===== config.mk =====
export PLATFORM = sky130hd
export DESIGN_NAME = kmx_scan_top
export DESIGN_NICKNAME = d
export VERILOG_FILES = /design/src/rtl/kmx_pkg.sv /design/src/rtl/kmx_slot_timer.sv /design/src/rtl/kmx_col_seq.sv /design/src/rtl/kmx_col_drive.sv /design/src/rtl/kmx_shadow.sv /design/src/rtl/kmx_scan_top.sv
export SDC_FILE = /design/constraint.sdc
export NUM_CORES = 1
export LEC_CHECK = 0
export BUFFER_PORTS_ARGS = -buffer_cell sky130_fd_sc_hd__buf_2
export CAP_MARGIN = 20
export CORE_MARGIN = 2
export CORE_UTILIZATION = 50
export DETAILED_ROUTE_END_ITERATION = 6
export PLACE_DENSITY_LB_ADDON = 0.12
export REMOVE_ABC_BUFFERS = 1
export SKIP_CTS_REPAIR_TIMING = 1
export SYNTH_ARGS = -nofsm -noshare
export SYNTH_HDL_FRONTEND = slang
export SYNTH_SLANG_ARGS = --single-unit

===== constraint.sdc =====
create_clock -name clk -period 6.37 [get_ports clk]
set_input_delay 0.637 -clock clk [delete_from_list [all_inputs] [get_ports clk]]
set_output_delay 0.637 -clock clk [all_outputs]
set_load 0.1 [all_outputs]

===== src/rtl/kmx_pkg.sv =====
package kmx_pkg;

    typedef enum logic [0:0] {
        SCAN_IDLE = 1'b0,
        SCAN_RUN  = 1'b1
    } scan_state_e;

    // Per-cycle events decoded from the slot counter
    typedef struct packed {
        logic drive;     // a column may be driven this cycle
        logic sample;    // rows are captured at the edge ending this cycle
        logic slot_end;  // last cycle of the current slot
    } slot_evt_t;

    function automatic int unsigned kmx_bits(input int unsigned n);
        return (n < 2) ? 1 : $clog2(n);
    endfunction

endpackage


===== src/rtl/kmx_slot_timer.sv =====
module kmx_slot_timer
    import kmx_pkg::*;
#(
    parameter int unsigned SLOT_CYC   = 2000,
    parameter int unsigned SAMPLE_CYC = 40
) (
    input  logic      clk,
    input  logic      rst,
    input  logic      run,
    output slot_evt_t evt
);
    localparam int unsigned CW = kmx_bits(SLOT_CYC);
    localparam logic [CW-1:0] LAST_CNT   = CW'(SLOT_CYC - 1);
    localparam logic [CW-1:0] SAMPLE_CNT = CW'(SAMPLE_CYC);

    logic [CW-1:0] cnt_q;

    // Count 0 is the released gap; the column is driven from count 1 on
    always_ff @(posedge clk) begin
        if (rst || !run) begin
            cnt_q <= '0;
        end else if (cnt_q == LAST_CNT) begin
            cnt_q <= '0;
        end else begin
            cnt_q <= cnt_q + 1'b1;
        end
    end

    always_comb begin
        evt.drive    = run && (cnt_q != '0);
        evt.sample   = run && (cnt_q == SAMPLE_CNT);
        evt.slot_end = run && (cnt_q == LAST_CNT);
    end

endmodule


===== src/rtl/kmx_col_seq.sv =====
module kmx_col_seq
    import kmx_pkg::*;
#(
    parameter int unsigned N_COLS = 16,
    localparam int unsigned IW = kmx_bits(N_COLS)
) (
    input  logic          clk,
    input  logic          rst,
    input  logic          scan_en,
    input  slot_evt_t     evt,
    output logic          run,
    output logic [IW-1:0] col_idx,
    output logic          last_col
);
    localparam logic [IW-1:0] LAST_IDX = IW'(N_COLS - 1);

    scan_state_e   state_q;
    logic [IW-1:0] idx_q;

    always_ff @(posedge clk) begin
        if (rst) begin
            state_q <= SCAN_IDLE;
            idx_q   <= '0;
        end else begin
            case (state_q)
                SCAN_IDLE: begin
                    if (scan_en) begin
                        state_q <= SCAN_RUN;
                        idx_q   <= '0;
                    end
                end
                SCAN_RUN: begin
                    if (evt.slot_end) begin
                        if (scan_en) begin
                            idx_q <= (idx_q == LAST_IDX) ? '0 : idx_q + 1'b1;
                        end else begin
                            // Park; a partial pass is dropped
                            state_q <= SCAN_IDLE;
                            idx_q   <= '0;
                        end
                    end
                end
                default: begin
                    state_q <= SCAN_IDLE;
                    idx_q   <= '0;
                end
            endcase
        end
    end

    assign run      = (state_q == SCAN_RUN);
    assign col_idx  = idx_q;
    assign last_col = (idx_q == LAST_IDX);

endmodule


===== src/rtl/kmx_col_drive.sv =====
module kmx_col_drive
    import kmx_pkg::*;
#(
    parameter int unsigned N_COLS = 16,
    localparam int unsigned IW = kmx_bits(N_COLS)
) (
    input  logic              drive,
    input  logic [IW-1:0]     col_idx,
    output logic [N_COLS-1:0] col_drv
);
    for (genvar g = 0; g < N_COLS; g++) begin : g_dec
        assign col_drv[g] = drive && (col_idx == IW'(g));
    end

endmodule


===== src/rtl/kmx_shadow.sv =====
module kmx_shadow
    import kmx_pkg::*;
#(
    parameter int unsigned N_COLS = 16,
    parameter int unsigned N_ROWS = 8,
    localparam int unsigned IW = kmx_bits(N_COLS),
    localparam int unsigned SW = N_COLS * N_ROWS
) (
    input  logic              clk,
    input  logic              rst,
    input  logic              sample,
    input  logic              last_col,
    input  logic [IW-1:0]     col_idx,
    input  logic [N_ROWS-1:0] row_in,
    output logic [SW-1:0]     snap,
    output logic              snap_vld
);
    logic [SW-1:0] snap_nxt;

    for (genvar g = 0; g < N_COLS; g++) begin : g_col
        if (g == N_COLS - 1) begin : g_last
            // Final column goes straight into the snapshot
            assign snap_nxt[g*N_ROWS +: N_ROWS] = row_in;
        end else begin : g_held
            logic [N_ROWS-1:0] held_q;
            always_ff @(posedge clk) begin
                if (rst) begin
                    held_q <= '0;
                end else if (sample && col_idx == IW'(g)) begin
                    held_q <= row_in;
                end
            end
            assign snap_nxt[g*N_ROWS +: N_ROWS] = held_q;
        end
    end

    always_ff @(posedge clk) begin
        if (rst) begin
            snap     <= '0;
            snap_vld <= 1'b0;
        end else begin
            snap_vld <= sample && last_col;
            if (sample && last_col) begin
                snap <= snap_nxt;
            end
        end
    end

endmodule


===== src/rtl/kmx_scan_top.sv =====
module kmx_scan_top
    import kmx_pkg::*;
#(
    parameter int unsigned N_COLS     = 16,
    parameter int unsigned N_ROWS     = 8,
    parameter int unsigned SLOT_CYC   = 2000,
    parameter int unsigned SAMPLE_CYC = 40
) (
    input  logic                       clk,
    input  logic                       rst,
    input  logic                       scan_en,
    input  logic [N_ROWS-1:0]          row_in,
    output logic [N_COLS-1:0]          col_drv,
    output logic [N_COLS*N_ROWS-1:0]   snap,
    output logic                       snap_vld
);
    localparam int unsigned IW = kmx_bits(N_COLS);

    slot_evt_t     evt;
    logic          run;
    logic          last_col;
    logic [IW-1:0] col_idx;

    kmx_slot_timer #(
        .SLOT_CYC   (SLOT_CYC),
        .SAMPLE_CYC (SAMPLE_CYC)
    ) u_timer (
        .clk (clk),
        .rst (rst),
        .run (run),
        .evt (evt)
    );

    kmx_col_seq #(
        .N_COLS (N_COLS)
    ) u_seq (
        .clk      (clk),
        .rst      (rst),
        .scan_en  (scan_en),
        .evt      (evt),
        .run      (run),
        .col_idx  (col_idx),
        .last_col (last_col)
    );

    kmx_col_drive #(
        .N_COLS (N_COLS)
    ) u_drive (
        .drive   (evt.drive),
        .col_idx (col_idx),
        .col_drv (col_drv)
    );

    kmx_shadow #(
        .N_COLS (N_COLS),
        .N_ROWS (N_ROWS)
    ) u_shadow (
        .clk      (clk),
        .rst      (rst),
        .sample   (evt.sample),
        .last_col (last_col),
        .col_idx  (col_idx),
        .row_in   (row_in),
        .snap     (snap),
        .snap_vld (snap_vld)
    );

endmodule


==> metrics.yaml, run 1 <==
grt_overflow: 0
timing.final.crit_share_pct: 61.8
pwr-share-seq_pct: 49.1
numPlacedInstances: 1446
synth_edf_count: 0
ios: 156
routed_via_density: 5.07
cp-end-kind: "primary output"
area_growth_pct: 18.1
synth-xor-area-share_pct: 0.796
synth_top_area_share_pct: 53.6
hpwlAfterDp_mm: 13.2
r2r_setup_slack_ns: 3.19
slew_violations: 0
reg2reg_from: "u_timer.cnt_q[8]"
ys_ff_latch: 265
htreeDepth: 1
grt_pass1_vias: 6772
setup_viol: 0
power_density_nw_per_um2: 289
grt_first_pass_wirelength_mm: 35.3
power.share.switching_pct: 20.4
relSlewSlack_pct: 31.3
yosysWarnings: 0
start_util_pct: 50.9
synthFlopType: "dfxtp_1"
seq_area_frac_synth_pct: 53.6
grt_max_degree: 158
cts_buffer_depth: 3
hold_path.class: "input pin to flip-flop"
nNetsFinal: 1228
netSwitchingPower_mw: 0.690
die_width_um: 145
synth_area_leaders: "dfxtp_1, mux2i_1, nand2_1, a21oi_1, nor2_1"
avgRoutedWirePerCell_um: 15.1
synth_compound_area_share_pct: 7.14
synth_top_area_cell: "dfxtp_1"
cts_tree: "done"
synth_simple_gate_area_share_pct: 21.9
clk_pin_slew_ns: 0.06
final_cells: 1495
async_flop_share_pct: 0
antenna_cells: 0
antenna_found_initial: 0
hold_ws_ns: 0.382
p_int_mw: 2.69
routed_wl_mm: 22.6
fmax_ghz: 0.254
finalHoldViolCount: 0
critPathLaunchType: "flip-flop"
grt_usage_pct: 21.1
firstDrtPassIters: 5
drt_iter0_markers: 409
die-area_um2: 20900
portBuffers: 155
synth_cells: 1100
hold_start: "scan_en"
grt_setup_unrepaired: "no"
cts_buffers: 28
tightestPinTransition_ns: 1.03
power.leakage_nw: 4.62
comb_power_share_pct: 1.9
vias: 7586
r2r_end: "u_shadow.snap[34]"
drv_cap: 0
cts_num_sinks: 265
synth.avg_cell_area_um2: 9.00
die_h_um: 145
period_needed_ns: 3.94
worstPathRequired_ns: 5.73
worst-setup-path-type: "flip-flop to primary output"
place_congestion: 0.806
clkLatencyLatePin_ns: 0.53
yosys-mux-area-fraction_pct: 12.2
total_power_mw: 3.38
yosys.cell_types.count: 37
cts_root_buffer: "clkbuf_16"
drtAntennaViolNets: 0
fin_skew_ns: 0.0154
whs_endpoint: "u_seq.run"
cp_data_arrival_time_ns: 3.30
drive_above_1_share_pct: 17.8
outcome: "completed"
clock_power_share_pct: 49.0
worstPathMaxFanout: 16
synth-adder-area-share_pct: 0.758
syn_area_um2: 9900
rr_worst_depth: 5
fin_tns_setup_ns: 0
min_path_cells: 3
vdd_drop_max_mv: 0.187
synth_top_family_by_area: "simple AND/OR/NAND/NOR gates"
drc: 0
core_area_um2: 19500
row_count: 51
-- metal layers --
layer	routed length (um)	share of wire, %	track usage [%]
met1	10700	47	29.2
met2	10600	47	34.7
met3	1010	4.5	3.42
met4	326	1.4	4.80
met5	0	0	0
-- through the flow --
| step | utilization [%] | cell area [um^2] | setup WS, ns |
|---|---|---|---|
| after global routing | 60.1 | 11700 | 2.26 |
| after detailed placement | 55.1 | 10700 | 2.98 |
| final | 60.1 | 11700 | 2.43 |
| after global placement | 55.1 | 10700 | 3.05 |
| after CTS | 60.1 | 11700 | 2.41 |
| after floorplan | - | 9570 | 1.96 |
-- Yosys cell counts (all sizes together) (2+ instances only) --
| library cell | number |
|---|---|
| o32ai | 3 |
| nand3 | 8 |
| nor3b | 5 |
| clkbuf | 61 |
| dfxtp | 265 |
| nand2b | 2 |
| buf | 18 |
| nor4 | 14 |
| nor2 | 138 |
| nand3b | 9 |
| nor2b | 2 |
| xnor2 | 8 |
| nor3 | 2 |
| and2 | 3 |
| inv | 6 |
| nand4 | 6 |
| mux2i | 120 |
| or4 | 2 |
| nand2 | 262 |
| and3 | 16 |
| a21oi | 130 |
| nand4b | 3 |
| ha | 6 |
-- power by group through the flow --
stage	Combinational [mW]	Clock [mW]	Sequential (mW)
final	0.0632	1.66	1.66
after global routing	0.0676	1.76	1.66
after CTS	0.0635	1.69	1.66
after detailed placement	0.0636	0	1.70
after global placement	0.0637	0	1.70
after floorplan	0.0129	0	1.70
-- flip-flops by register name, indices dropped and copies added, names as in the netlist --
signal                        cells
u_shadow.g_col.g_held.held_q    120
u_shadow.snap_vld                 1
u_timer.cnt_q                    11
u_seq.col_idx                     4
u_seq.run                         1
u_shadow.snap                   128
-- logic make-up after synthesis --
| kind of cell | count (synthesis) |
|---|---|
| XOR/XNOR | 9 |
| AO/OA/AOI/OAI | 137 |
| AND/OR/NAND/NOR | 477 |
| flip-flops | 265 |
| multiplexers | 121 |
| buffers and inverters | 85 |
| adder cells (fa/ha/maj) | 6 |
-- worst max-delay path by stage --
stage / from / end / slack, ns
4_1_cts: u_timer.cnt_q[0] / col_drv[8] / 2.41
2_1_floorplan: u_timer.cnt_q[8] / u_shadow.snap[0] / 1.96
5_1_grt: u_timer.cnt_q[0] / col_drv[8] / 2.26
3_5_place_dp: u_timer.cnt_q[0] / col_drv[8] / 2.98
3_3_place_gp: u_timer.cnt_q[0] / col_drv[8] / 3.05
6_report: u_timer.cnt_q[0] / col_drv[6] / 2.43
-- final cells by class --
type,count,area [um^2]
multi-input combinational,750,4250
clock inverter,6,83.8
clock buffer,43,878
timing repair buffer,160,822
fill,1791,7770
inverter,6,22.5
tap,265,332
sequential,265,5310
-- cells in the final DEF (no fill, tap or decap), types with 8 or more instances in the layout --
cell type,netlist,layout
mux2i_1,120,120
nand3b_1,9,9
dfxtp_1,265,265
nand3_1,8,8
a21oi_1,130,130
clkbuf_8,0,11
xnor2_1,8,8
clkbuf_16,0,29
and3_1,16,16
nand2_1,262,262
nor2_1,138,138
nor4_4,11,11
buf_2,15,154
-- critical path, stage by stage (launching register included) --
cell	delay, ns
dfxtp_1	0.38
inv_1	0.06
ha_1	0.20
or3b_1	0.85
o41a_1	0.63
and3_1	0.24
buf_2	0.42
No activity file was read; power rests on OpenSTA's default activity.
==> run 2: changes to the inputs <==
==> constraint.sdc (replaced) <==
create_clock -name clk -period 3.67 [get_ports clk]
set_input_delay 0.367 -clock clk [delete_from_list [all_inputs] [get_ports clk]]
set_output_delay 0.367 -clock clk [all_outputs]
set_load 0.1 [all_outputs]
==> metrics.yaml, run 2 (synthesis gave the netlist of run 1 again) <==
row_count: 51  # unchanged
antenna_found_initial: 0  # unchanged
nNetsFinal: 1230  # +0.16%
critPathLaunchType: "flip-flop"
netSwitchingPower_mw: 1.20  # +74%
tightestPinTransition_ns: 0.916  # -0.115 ns
largest-register: "u_shadow.snap"
area_growth_pct: 17.5
clock_power_share_pct: 46.3  # -2.7 points
cp-end-kind: "primary output"
hold_ws_ns: 0.117  # -0.266 ns
p_int_mw: 4.38  # +63%
grt_usage_pct: 21.2  # +0.17 points
cts_buffer_depth: 3  # unchanged
stdcell_area_um2: 11600  # -0.51%
routed_via_density: 5.10  # +0.59%
grt_overflow: 0  # unchanged
cts_buffers: 27  # -3.6%
setup_viol: 0  # unchanged
core_area_um2: 19500  # unchanged
ios: 156  # unchanged
final_cell_mix: "dfxtp_1, nand2_1, buf_2"
comb_power_share_pct: 2.0  # about the same
fin_skew_ns: 0.00709  # -0.00833 ns
hold_path.class: "input pin to flip-flop"
firstDrtPassIters: 5  # unchanged
power.share.switching_pct: 21.5  # +1.0 points
grt_max_degree: 139  # -12%
vias: 7641  # +0.73%
cts_tree: "done"
grt_setup_unrepaired: "no"
outcome: "completed"
drtAntennaViolNets: 0  # unchanged
drc: 0  # unchanged
fmax_ghz: 0.308
start_util_pct: 50.9  # unchanged
grt_first_pass_wirelength_mm: 35.7  # +1.0%
path_cells: "inv_1, ha_1, or3b_1, buf_4, o41a_1, and3_1, buf_2"
worstPathMaxFanout: 16  # unchanged
routed_wl_mm: 22.6  # +0.11%
avgRoutedWirePerCell_um: 15.1  # about the same
clkLatencyLatePin_ns: 0.53  # about the same
antenna_cells: 0  # unchanged
place_congestion: 0.787  # -2.3%
hpwlAfterDp_mm: 13.3  # +1.5%
power_density_nw_per_um2: 479  # +66%
drt_iter0_markers: 388  # -5.1%
cts_num_sinks: 265  # unchanged
worstPathRequired_ns: 3.30  # -2.43 ns
timing.final.crit_share_pct: 88.4
htreeDepth: 1  # unchanged
critPathSlowestCell: "o41a_1"
relSlewSlack_pct: 38.4  # +7.1 points
grt_pass1_vias: 6923  # +2.2%
final-seq-area_um2: 5310  # unchanged
multi_input_area_um2: 4250  # unchanged
finalHoldViolCount: 0  # unchanged
die-area_um2: 20900  # unchanged
top_regs: "u_shadow.snap: 128 flops, u_shadow.g_col.g_held.held_q: 120 flops, u_timer.cnt_q: 11 flops"
pwr-share-seq_pct: 51.7  # +2.6 points
worst-setup-path-type: "flip-flop to primary output"
largest_register_ffs: 128  # unchanged
power.leakage_nw: 4.60  # -0.39%
final_common_cell: "dfxtp_1"
portBuffers: 155  # unchanged
period_needed_ns: 3.24
slew_violations: 0  # unchanged
clk_pin_slew_ns: 0.06  # about the same
cp_data_arrival_time_ns: 2.88  # -0.42 ns
die_h_um: 145  # unchanged
cpPeakStageDelay_ns: 0.65  # -0.20 ns
dpl_cell_area_um2: 10800  # +0.56%
cts_root_buffer: "clkbuf_16"
die_width_um: 145  # unchanged
fillerInstances: 1798  # +0.39%
vdd_drop_max_mv: 0.354  # +89%
drv_cap: 0  # unchanged
drive_above_1_share_pct: 18.0  # +0.21 points
-- run 2: cell count changes in the layout (fill, tap and decap cells not counted) --
cell       previous run  this run
buf_12                0         3
inv_6                 0         1
clkbuf_8             11         8
bufinv_16             2         0
clkbuf_1              4         3
clkbuf_16            29        27
clkinv_2              3        10
clkinv_4              1         0
-- run 2: stage by stage --
step	TNS, ns	cells	utilization, %	worst slack [ns]	power, mW
5_1_grt	0	1497	59.8	0.287	5.76
2_1_floorplan	-95.37	1021	-	-0.740	2.97
6_report	0	1497	59.8	0.425	5.58
4_1_cts	0	1497	59.8	0.387	5.64
3_5_place_dp	0	1449	55.4	0.957	3.06
3_3_place_gp	0	1449	55.4	1.01	3.06
-- run 2: critical path: cells and delay by family (launching register included) --
| kind | cells | cell delay [ns] |
|---|---|---|
| adders and majority gates | 1 | 0.15 |
| DFF | 1 | 0.35 |
| and+or+nand+nor | 2 | 0.61 |
| buffers and inverters | 3 | 0.60 |
| AOI/OAI and AO/OA | 1 | 0.65 |
-- run 2: path summary, 6_finish.rpt --
check / depth (start not counted) / start / endpoint / slack (ns)
hold / removal: 3 / scan_en / u_seq.run / 0.12
hold reg to reg: 2 / u_shadow.g_col[12].g_held.held_q[1] / u_shadow.snap[97] / 0.45
setup / recovery: 7 / u_timer.cnt_q[0] / col_drv[3] / 0.43
setup reg to reg: 5 / u_timer.cnt_q[2] / u_shadow.snap[53] / 1.17
-- run 2: per-layer routing --
metal  share of wire (%)  wire (um)  GRT usage (%)
met4                 1.8        410           4.50
met5                   0          0              0
met2                  46      10500           35.3
met1                  47      10500           29.2
met3                 5.2       1180           3.62
-- run 2: power by group through the flow --
stage | Clock (mW) | Combinational (mW) | Sequential [mW]
global route | 2.76 | 0.122 | 2.88
finish | 2.58 | 0.113 | 2.88
floorplan | 0 | 0.0224 | 2.94
detailed placement | 0 | 0.114 | 2.94
global placement | 0 | 0.114 | 2.94
CTS | 2.64 | 0.114 | 2.88
-- run 2: layout make-up --
type	count	area share, %
well taps	265	2.85
inverters	6	0.194
repair buffers	163	7.58
clock buffers	37	6.73
flip-flops and latches	265	45.6
clock inverters	11	0.506
multi-input cells	750	36.5
